## config.mk

```make
export PLATFORM = sky130hd
export DESIGN_NAME = i2c_scl_rate_gen
export DESIGN_NICKNAME = d
export VERILOG_FILES = /design/src/rtl/scl_rate_pkg.sv /design/src/rtl/scl_period_regs.sv /design/src/rtl/scl_step_select.sv /design/src/rtl/scl_half_divider.sv /design/src/rtl/i2c_scl_rate_gen.sv
export SDC_FILE = /design/constraint.sdc
export NUM_CORES = 1
export LEC_CHECK = 0
export BUFFER_PORTS_ARGS = -buffer_cell sky130_fd_sc_hd__buf_2
export CAP_MARGIN = 15
export CORE_MARGIN = 2
export CORE_UTILIZATION = 60
export CTS_BUF_LIST = sky130_fd_sc_hd__clkbuf_8
export CTS_CLUSTER_SIZE = 30
export DETAILED_ROUTE_END_ITERATION = 10
export HOLD_SLACK_MARGIN = 0.08
export PLACE_DENSITY = 0.81
export RECOVER_POWER = 100
export SETUP_SLACK_MARGIN = 0.2
export SYNTH_ARGS = -nofsm -noshare
export SYNTH_HDL_FRONTEND = slang
export SYNTH_SLANG_ARGS = --single-unit
```

## constraint.sdc

```tcl
create_clock -name clk -period 11.1 [get_ports clk]
set_clock_uncertainty 0.15 [all_clocks]
set_input_delay 2.22 -clock clk [delete_from_list [all_inputs] [get_ports clk]]
set_output_delay 2.22 -clock clk [all_outputs]
set_load 0.05 [all_outputs]
```

## src/rtl/scl_rate_pkg.sv

```systemverilog
package scl_rate_pkg;

  typedef enum logic [1:0] {
    SPD_STD   = 2'd0,
    SPD_FAST  = 2'd1,
    SPD_FPLUS = 2'd2,
    SPD_HS    = 2'd3
  } spd_mode_e;

  function automatic longint ceil_div(input longint num, input longint den);
    return (num + den - 1) / den;
  endfunction

  // Classify a step count: a smaller step count means a faster rate.
  // gt_* is the largest step count whose rate lies strictly above that band limit.
  function automatic spd_mode_e classify(input int steps, input logic hs_used,
                                         input int gt_fplus, input int gt_fast,
                                         input int gt_std);
    if (hs_used && steps <= gt_fplus) return SPD_HS;
    if (steps <= gt_fast)             return SPD_FPLUS;
    if (steps <= gt_std)              return SPD_FAST;
    return SPD_STD;
  endfunction

endpackage

```

## src/rtl/scl_period_regs.sv

```systemverilog
module scl_period_regs #(
  parameter int TIMER_W   = 7,
  parameter int RST_TIMER = 1
) (
  input  logic               clk,
  input  logic               rst_n,
  input  logic               soft_rst,
  input  logic               wr_en,
  input  logic [TIMER_W:0]   wr_data,
  output logic [TIMER_W-1:0] hs_timer,
  output logic [TIMER_W-1:0] sf_timer,
  output logic [TIMER_W:0]   rd_data
);

  localparam logic [TIMER_W-1:0] RST_VAL = TIMER_W'(RST_TIMER);

  logic sel_q;

  always_ff @(posedge clk or negedge rst_n) begin
    if (!rst_n)        sel_q <= 1'b0;
    else if (soft_rst) sel_q <= 1'b0;
    else if (wr_en)    sel_q <= wr_data[TIMER_W];
  end

  // Bank 0 holds the standard/fast/fast-plus timer, bank 1 the high-speed one.
  for (genvar b = 0; b < 2; b++) begin : g_bank
    localparam logic BANK_ID = (b == 1);
    logic [TIMER_W-1:0] q;
    always_ff @(posedge clk or negedge rst_n) begin
      if (!rst_n)
        q <= RST_VAL;
      else if (soft_rst)
        q <= RST_VAL;
      else if (wr_en && (wr_data[TIMER_W] == BANK_ID))
        q <= wr_data[TIMER_W-1:0];
    end
  end

  assign sf_timer = g_bank[0].q;
  assign hs_timer = g_bank[1].q;
  assign rd_data  = {sel_q, (sel_q ? hs_timer : sf_timer)};

endmodule

```

## src/rtl/scl_step_select.sv

```systemverilog
module scl_step_select
  import scl_rate_pkg::*;
#(
  parameter int TIMER_W  = 7,
  parameter int MIN_STEP = 3,
  parameter int GT_FPLUS = 9,
  parameter int GT_FAST  = 24,
  parameter int GT_STD   = 99
) (
  input  logic               hs_enable,
  input  logic [TIMER_W-1:0] hs_timer,
  input  logic [TIMER_W-1:0] sf_timer,
  output logic [TIMER_W:0]   next_steps,
  output spd_mode_e          next_mode
);

  localparam int STEP_W = TIMER_W + 1;

  logic [TIMER_W-1:0] tsel;
  logic [STEP_W-1:0]  raw_steps;

  assign tsel      = hs_enable ? hs_timer : sf_timer;
  assign raw_steps = {1'b0, tsel} + STEP_W'(1);

  if (MIN_STEP > 1) begin : g_clamp
    localparam logic [STEP_W-1:0] FLOOR = STEP_W'(MIN_STEP);
    assign next_steps = (raw_steps < FLOOR) ? FLOOR : raw_steps;
  end else begin : g_noclamp
    assign next_steps = raw_steps;
  end

  always_comb begin
    next_mode = classify(int'(next_steps), hs_enable, GT_FPLUS, GT_FAST, GT_STD);
  end

endmodule

```

## src/rtl/scl_half_divider.sv

```systemverilog
module scl_half_divider
  import scl_rate_pkg::*;
#(
  parameter int        STEP_W    = 8,
  parameter int        CNT_W     = 11,
  parameter int        PHASE_MUL = 10,
  parameter int        RST_STEPS = 3,
  parameter spd_mode_e RST_MODE  = SPD_FPLUS
) (
  input  logic              clk,
  input  logic              rst_n,
  input  logic              soft_rst,
  input  logic [STEP_W-1:0] next_steps,
  input  spd_mode_e         next_mode,
  output logic              scl_toggle,
  output logic              scl_ref,
  output spd_mode_e         speed_mode
);

  localparam logic [CNT_W-1:0] RST_HALF = CNT_W'(PHASE_MUL * RST_STEPS);

  logic [CNT_W-1:0] cnt_q;
  logic [CNT_W-1:0] half_q;
  logic [CNT_W-1:0] half_load;
  logic             edge_now;

  assign half_load = CNT_W'(PHASE_MUL * int'(next_steps));
  assign edge_now  = (cnt_q == half_q - CNT_W'(1));

  always_ff @(posedge clk or negedge rst_n) begin
    if (!rst_n) begin
      cnt_q      <= '0;
      half_q     <= RST_HALF;
      scl_ref    <= 1'b1;
      scl_toggle <= 1'b0;
      speed_mode <= RST_MODE;
    end else if (soft_rst) begin
      cnt_q      <= '0;
      half_q     <= RST_HALF;
      scl_ref    <= 1'b1;
      scl_toggle <= 1'b0;
      speed_mode <= RST_MODE;
    end else if (edge_now) begin
      cnt_q      <= '0;
      half_q     <= half_load;
      scl_ref    <= ~scl_ref;
      scl_toggle <= 1'b1;
      speed_mode <= next_mode;
    end else begin
      cnt_q      <= cnt_q + CNT_W'(1);
      scl_toggle <= 1'b0;
    end
  end

endmodule

```

## src/rtl/i2c_scl_rate_gen.sv

```systemverilog
module i2c_scl_rate_gen
  import scl_rate_pkg::*;
#(
  parameter int FCLK_HZ      = 200_000_000,
  parameter int TIMER_W      = 7,
  parameter int PHASE_MUL    = 10,
  parameter int HS_MAX_HZ    = 3_400_000,
  parameter int FPLUS_MAX_HZ = 1_000_000,
  parameter int FAST_MAX_HZ  = 400_000,
  parameter int STD_MAX_HZ   = 100_000
) (
  input  logic             clk,
  input  logic             rst_n,
  input  logic             soft_rst,
  input  logic             hs_enable,
  input  logic             wr_en,
  input  logic [TIMER_W:0] wr_data,
  output logic [TIMER_W:0] rd_data,
  output logic             scl_toggle,
  output logic             scl_ref,
  output logic [1:0]       speed_mode
);

  localparam int     STEP_W    = TIMER_W + 1;
  localparam int     STEP_MAX  = 1 << TIMER_W;
  localparam longint PHASE_DIV = 2 * PHASE_MUL;
  localparam int     RST_TIMER = 1;

  // Slowest-divider clamp: both the absolute cap and the Fclk/10 cap.
  localparam int RATE_STEP = int'(ceil_div(longint'(FCLK_HZ), PHASE_DIV * HS_MAX_HZ));
  localparam int SYS_STEP  = int'(ceil_div(10, PHASE_DIV));
  localparam int MIN_RAW   = (RATE_STEP > SYS_STEP) ? RATE_STEP : SYS_STEP;
  localparam int MIN_STEP  = (MIN_RAW < 1) ? 1 : ((MIN_RAW > STEP_MAX) ? STEP_MAX : MIN_RAW);

  localparam int GT_FPLUS = int'(ceil_div(longint'(FCLK_HZ), PHASE_DIV * FPLUS_MAX_HZ)) - 1;
  localparam int GT_FAST  = int'(ceil_div(longint'(FCLK_HZ), PHASE_DIV * FAST_MAX_HZ)) - 1;
  localparam int GT_STD   = int'(ceil_div(longint'(FCLK_HZ), PHASE_DIV * STD_MAX_HZ)) - 1;

  localparam int        RST_STEPS = ((RST_TIMER + 1) < MIN_STEP) ? MIN_STEP : (RST_TIMER + 1);
  localparam spd_mode_e RST_MODE  = classify(RST_STEPS, 1'b0, GT_FPLUS, GT_FAST, GT_STD);
  localparam int        HALF_MAX  = PHASE_MUL * STEP_MAX;
  localparam int        CNT_W     = $clog2(HALF_MAX + 1);
  localparam int        MIN_HALF  = PHASE_MUL * MIN_STEP;

  logic [TIMER_W-1:0] hs_timer;
  logic [TIMER_W-1:0] sf_timer;
  logic [STEP_W-1:0]  next_steps;
  spd_mode_e          next_mode;
  spd_mode_e          mode_q;

  scl_period_regs #(
    .TIMER_W  (TIMER_W),
    .RST_TIMER(RST_TIMER)
  ) u_regs (
    .clk     (clk),
    .rst_n   (rst_n),
    .soft_rst(soft_rst),
    .wr_en   (wr_en),
    .wr_data (wr_data),
    .hs_timer(hs_timer),
    .sf_timer(sf_timer),
    .rd_data (rd_data)
  );

  scl_step_select #(
    .TIMER_W (TIMER_W),
    .MIN_STEP(MIN_STEP),
    .GT_FPLUS(GT_FPLUS),
    .GT_FAST (GT_FAST),
    .GT_STD  (GT_STD)
  ) u_sel (
    .hs_enable (hs_enable),
    .hs_timer  (hs_timer),
    .sf_timer  (sf_timer),
    .next_steps(next_steps),
    .next_mode (next_mode)
  );

  scl_half_divider #(
    .STEP_W   (STEP_W),
    .CNT_W    (CNT_W),
    .PHASE_MUL(PHASE_MUL),
    .RST_STEPS(RST_STEPS),
    .RST_MODE (RST_MODE)
  ) u_div (
    .clk       (clk),
    .rst_n     (rst_n),
    .soft_rst  (soft_rst),
    .next_steps(next_steps),
    .next_mode (next_mode),
    .scl_toggle(scl_toggle),
    .scl_ref   (scl_ref),
    .speed_mode(mode_q)
  );

  assign speed_mode = mode_q;

endmodule

```

# == After elaboration in Yosys (flattened, before gate mapping) ==
# Index checks and enable logic that the tools add are counted.
# op_classes
addsub,3
n_mul,1
n_div,0
magnitude_cmp,4
n_eq_ne,1
shifts,0
muxes,31
bitwise_logic,2
n_reduce_logical,7
# op_table
operator,count
$mux W11,4
$mux W7,6
$mux W2,8
$mux W1,12
$add A11 B1 Y11 const B,1
$eq A11 B11 Y1,1
$sub A11 B1 Y11 const B,1
$mul A3 B8 Y10 const A,1
$add A7 B1 Y8 const B,1
$le A8 B4 Y1 const B,1
$le A8 B5 Y1 const B,1
$le A8 B7 Y1 const B,1
$lt A8 B2 Y1 const B,1
$mux W8,1
$reduce_bool A2 Y1,4
$logic_and A1 B1 Y1,3
$not A1 Y1,2
# word_totals
ff_bits,41
latch_bits,0
mem_bits_rw,0
rom_bits,0
word_cells,57
n_memories,0

# == Logic depth before layout (Yosys ltp) ==
# logic_depth
depth_word,15
depth_mapped,18
ltp_nobuf,16

# == By module ==
# From an unflattened synthesis, not the netlist that was laid out.
# hier_totals
cells_unflattened,304
hier_area_um2,2992.9
# modules_own_cells
module,n_inst,cells_each,area_each_um2,seq_area_each_um2
scl_half_divider,1,187,1780.5,633.1
scl_period_regs,1,68,798.3,377.9
scl_step_select,1,49,414.1,0.0

# == Worst setup path before layout ==
# OpenSTA, ideal clock, no wires.
# synth_timing
kind,input port to flip-flop
startpoint,input hs_enable
endpoint,register u_div.half_q[10]
setup_ps,136
t_arrival_ps,5926
required_time_ps,10814
setup_slack_ps,4888
path_stages,18
n_path_buf,2
cell_sequence,clkbuf_1 -> clkbuf_1 -> mux2_2 -> ha_1 -> nand4b_1 -> nand4b_1 -> mux2_2 -> o41ai_1 -> ha_1 -> ha_1 -> inv_1 -> fa_1 -> nor2b_1 -> o21ai_0 -> a21o_1 -> and3_1 -> o2111ai_1 -> a21oi_1
# synth_between
elab_chain_len,7
# synth_rtl
item,line,rtl
start: declaration,i2c_scl_rate_gen.sv:15,"input logic hs_enable,"
$mux W7 (*),scl_step_select.sv:22,assign tsel = hs_enable ? hs_timer : sf_timer;
$add A7 B1 Y8 (*),scl_step_select.sv:23,"assign raw_steps = {1'b0, tsel} + STEP_W'(1);"
$lt A8 B2 Y1,scl_step_select.sv:27,assign next_steps = (raw_steps < FLOOR) ? FLOOR : raw_steps;
$mux W8 (*),scl_step_select.sv:27,
$mul A3 B8 Y10 (*),scl_half_divider.sv:27,assign half_load = CNT_W'(PHASE_MUL * int'(next_steps));
$mux W11 (*),scl_half_divider.sv:43,end else if (edge_now) begin
$mux W11 (*),scl_half_divider.sv:37,end else if (soft_rst) begin
end signal: assignment,scl_half_divider.sv:45,half_q <= half_load;
end: declaration,scl_half_divider.sv:23,logic [CNT_W-1:0] half_q;
# Every way passes the cells marked *; elsewhere a longest branch is shown, timed or not. The select of a mux whose other input is x is not followed.
# A chain may end at the register's enable or synchronous reset.

# == Worst setup path after layout ==
# Ends and elaborated chain as after synthesis.

==> flow_metrics.env <==
export IMPL_synth_seq_cells=40
export IMPL_drcViolationCount=0
export IMPL_start_util=0.631
export IMPL_synth_top_family_by_area="simple AND/OR/NAND/NOR gates"
export IMPL_layout_common_cells="33 x nand2_1, 32 x dfrtp_1, 26 x a21oi_1"
export IMPL_ios=25
export IMPL_yosys_area_share_simple=0.229
export IMPL_avgSynthCellArea_um2=8.92
export IMPL_finalWirelength_um=6960
export IMPL_syn_inst=341
export IMPL_wl_per_cell_um=16.5
export IMPL_hold_path_class="reg -> reg"
export IMPL_first_pass_iters=5
export IMPL_synth_area_leaders="dfrtp_1 26%, dfstp_2 6.9%, ha_1 6.2%, xnor2_1 4.3%, a21oi_1 4.3%"
export IMPL_fmax_mhz=157
export IMPL_synth_nets=370
export IMPL_crit_arrival_ns=6.33
export IMPL_synth_compound_area_share=0.186
export IMPL_num_vias=2681
export IMPL_synthToLayoutAreaGrowth_pct=6.13
export IMPL_max_vdd_ir_drop_mv=0.0659
export IMPL_status="finished, violations left"
export IMPL_worst_slew_pin_slew_ns=2.12
export IMPL_final_cells=421
export IMPL_final_common_cell="nand2_1"
export IMPL_rows=25
export IMPL_gr_total_overflow=0
export IMPL_hold_buffers=0
export IMPL_dieArea_mm2=0.00566
export IMPL_core_area_mm2=0.00482
export IMPL_p_leak_nw=1.32
export IMPL_maxCapViolCount=2
export IMPL_cp_required_ns=11.06
export IMPL_finalHoldViolations=0
export IMPL_port_buffers=24
export IMPL_grt_max_degree=41
export IMPL_synth_area_leader_cell="dfrtp_1"
export IMPL_grt_pass1_wl_um=12100
export IMPL_cp_start_kind="input pin"
export IMPL_slew_viol_final=41
export IMPL_finalPower_uw=298
export IMPL_rsz0062_at_grt="no"
export IMPL_synth_edff_count=0
export IMPL_grt_pass1_vias=2534
export IMPL_antenna_cells=0
export IMPL_cts_made_buffers=5
export IMPL_synthArstFlopShare=1.00
export IMPL_finalSetupViolCount=0
export IMPL_root_buffer="clkbuf_8"
export IMPL_htreeDepth=2
export IMPL_cts_buffer_depth=2
export IMPL_cts_tree="done"
export IMPL_nNetsFinal=382
export IMPL_clk_pin_slew_worst_paths_ns=0.07
export IMPL_hold_depth=2
export IMPL_synth_top_area_frac=0.263
export IMPL_critical_path_class="in -> reg"
export IMPL_ys_seq_area_frac=0.332
export IMPL_finalSetupTns_ns=0
export IMPL_ys_flop_type="dfrtp_1"
export IMPL_ys_types=59
export IMPL_vias_per_cell=6.37
export IMPL_fin_crit_ns=6.37
export IMPL_cts_sinks=40
export IMPL_die_h_um=75.2
export IMPL_syn_cell_area_mm2=0.00304
export IMPL_cts_setup_buffers=0
export IMPL_place_congestion=0.882
export IMPL_synth_adder_area_share=0.0683
export IMPL_end_kind="flop"
export IMPL_synth_mux_area_fraction=0.0605
export IMPL_dp_cells=413
export IMPL_ant_nets=0
export IMPL_finalCritPeriodShare=0.574
export IMPL_synth_xor_area_share=0.0777
export IMPL_ff2ff_path_depth=16
export IMPL_drive_gt1_frac=0.116
export IMPL_crit_path_max_fanout=21
export IMPL_cts_repair_resized=0
export IMPL_drt_iter0_markers=179
export IMPL_clock_latency_ns=0.30
export IMPL_power_density_mw_per_mm2=92.4
export IMPL_antenna_found_initial=0
export IMPL_violations="capacitance limit, slew limit"
export IMPL_slew_headroom=-0.411
export IMPL_die_w_um=75.2
export IMPL_ys_warn_count=0
export IMPL_grt_usage=0.273
export IMPL_detailed_place_hpwl_um=4970
==> Yosys cell counts, drive strengths merged (7+ instances only) <==
library cell,n
clkbuf,16
mux2,11
xor2,12
nand3,22
o31ai,9
nand2,33
dfstp,8
xnor2,15
a21oi,26
nor2,7
dfrtp,32
nor3,14
ha,15
inv,13
nand4,10
o21ai,11
==> worst paths after layout <==
check	start	end	slack (ns)
min in group asynchronous	rst_n	u_div.scl_toggle	2.38
max	hs_enable	u_div.half_q[10]	4.73
max in group asynchronous	rst_n	u_regs.hs_timer[6]	7.22
min reg2reg	u_div.speed_mode[1]	u_div.speed_mode[1]	0.35
max reg2reg	u_regs.hs_timer[0]	u_div.half_q[10]	6.98
min	u_div.speed_mode[1]	u_div.speed_mode[1]	0.35
==> per-layer routing <==
layer	wire, um	track usage
met3	358	0.0562
met4	61	0.0643
met5	0	0
met2	3160	0.421
met1	3380	0.395
==> logic make-up (layout without fill, tap and decap cells) <==
kind of cell	Yosys count	count (layout)
flip-flops	40	40
multiplexers	17	17
AND/OR/NAND/NOR	125	125
XOR/XNOR	27	27
buffers and inverters	34	47
adder cells (fa/ha/maj)	16	16
AO/OA/AOI/OAI	82	82
==> flip-flops by register name (all words and copies together) (netlist names) <==
register	count
u_regs.sel_q	1
u_div.scl_ref	1
u_div.speed_mode	2
u_regs.sf_timer	7
u_div.half_q	10
u_div.scl_toggle	1
u_div.cnt_q	11
u_regs.hs_timer	7
==> area by class of cell <==
type	count	area (um^2)
inverter	14	52.6
multi-input combinational	267	1890
sequential	40	1010
timing repair buffer	25	109
tap	67	83.8
clock buffer	5	68.8
fill	428	1590
clock inverter	3	12.5
==> metrics by stage <==
step	hold slack (ns)	setup slack, ns	cell area (um^2)	util
6_report	0.355	4.73	3230	0.670
2_1_floorplan	0.320	4.89	3040	-
3_3_place_gp	0.335	5.03	3170	0.657
3_5_place_dp	0.343	4.93	3170	0.657
4_1_cts	0.358	5.21	3250	0.674
5_1_grt	0.383	4.34	3230	0.670
==> worst max-delay path, cell delays in order <==
cell and delay, ns:
clkbuf_1 0.63, mux2_1 0.47, ha_1 0.28, nand4_1 0.14, nand4b_1 0.10, mux2_1 0.37, o41ai_1 0.44, ha_1 0.23
ha_1 0.17, inv_1 0.06, fa_1 0.40, nor2b_1 0.12, o21ai_0 0.10, a21o_1 0.20, and3_1 0.16, o2111ai_1 0.17
a21oi_1 0.09
==> report_power, final <==
group	switching, mW	internal, mW
Clock	0.0524	0.0423
Sequential	0.00546	0.150
Combinational	0.0316	0.0171
Total	0.0894	0.209
(Power assumes the default switching activity.)
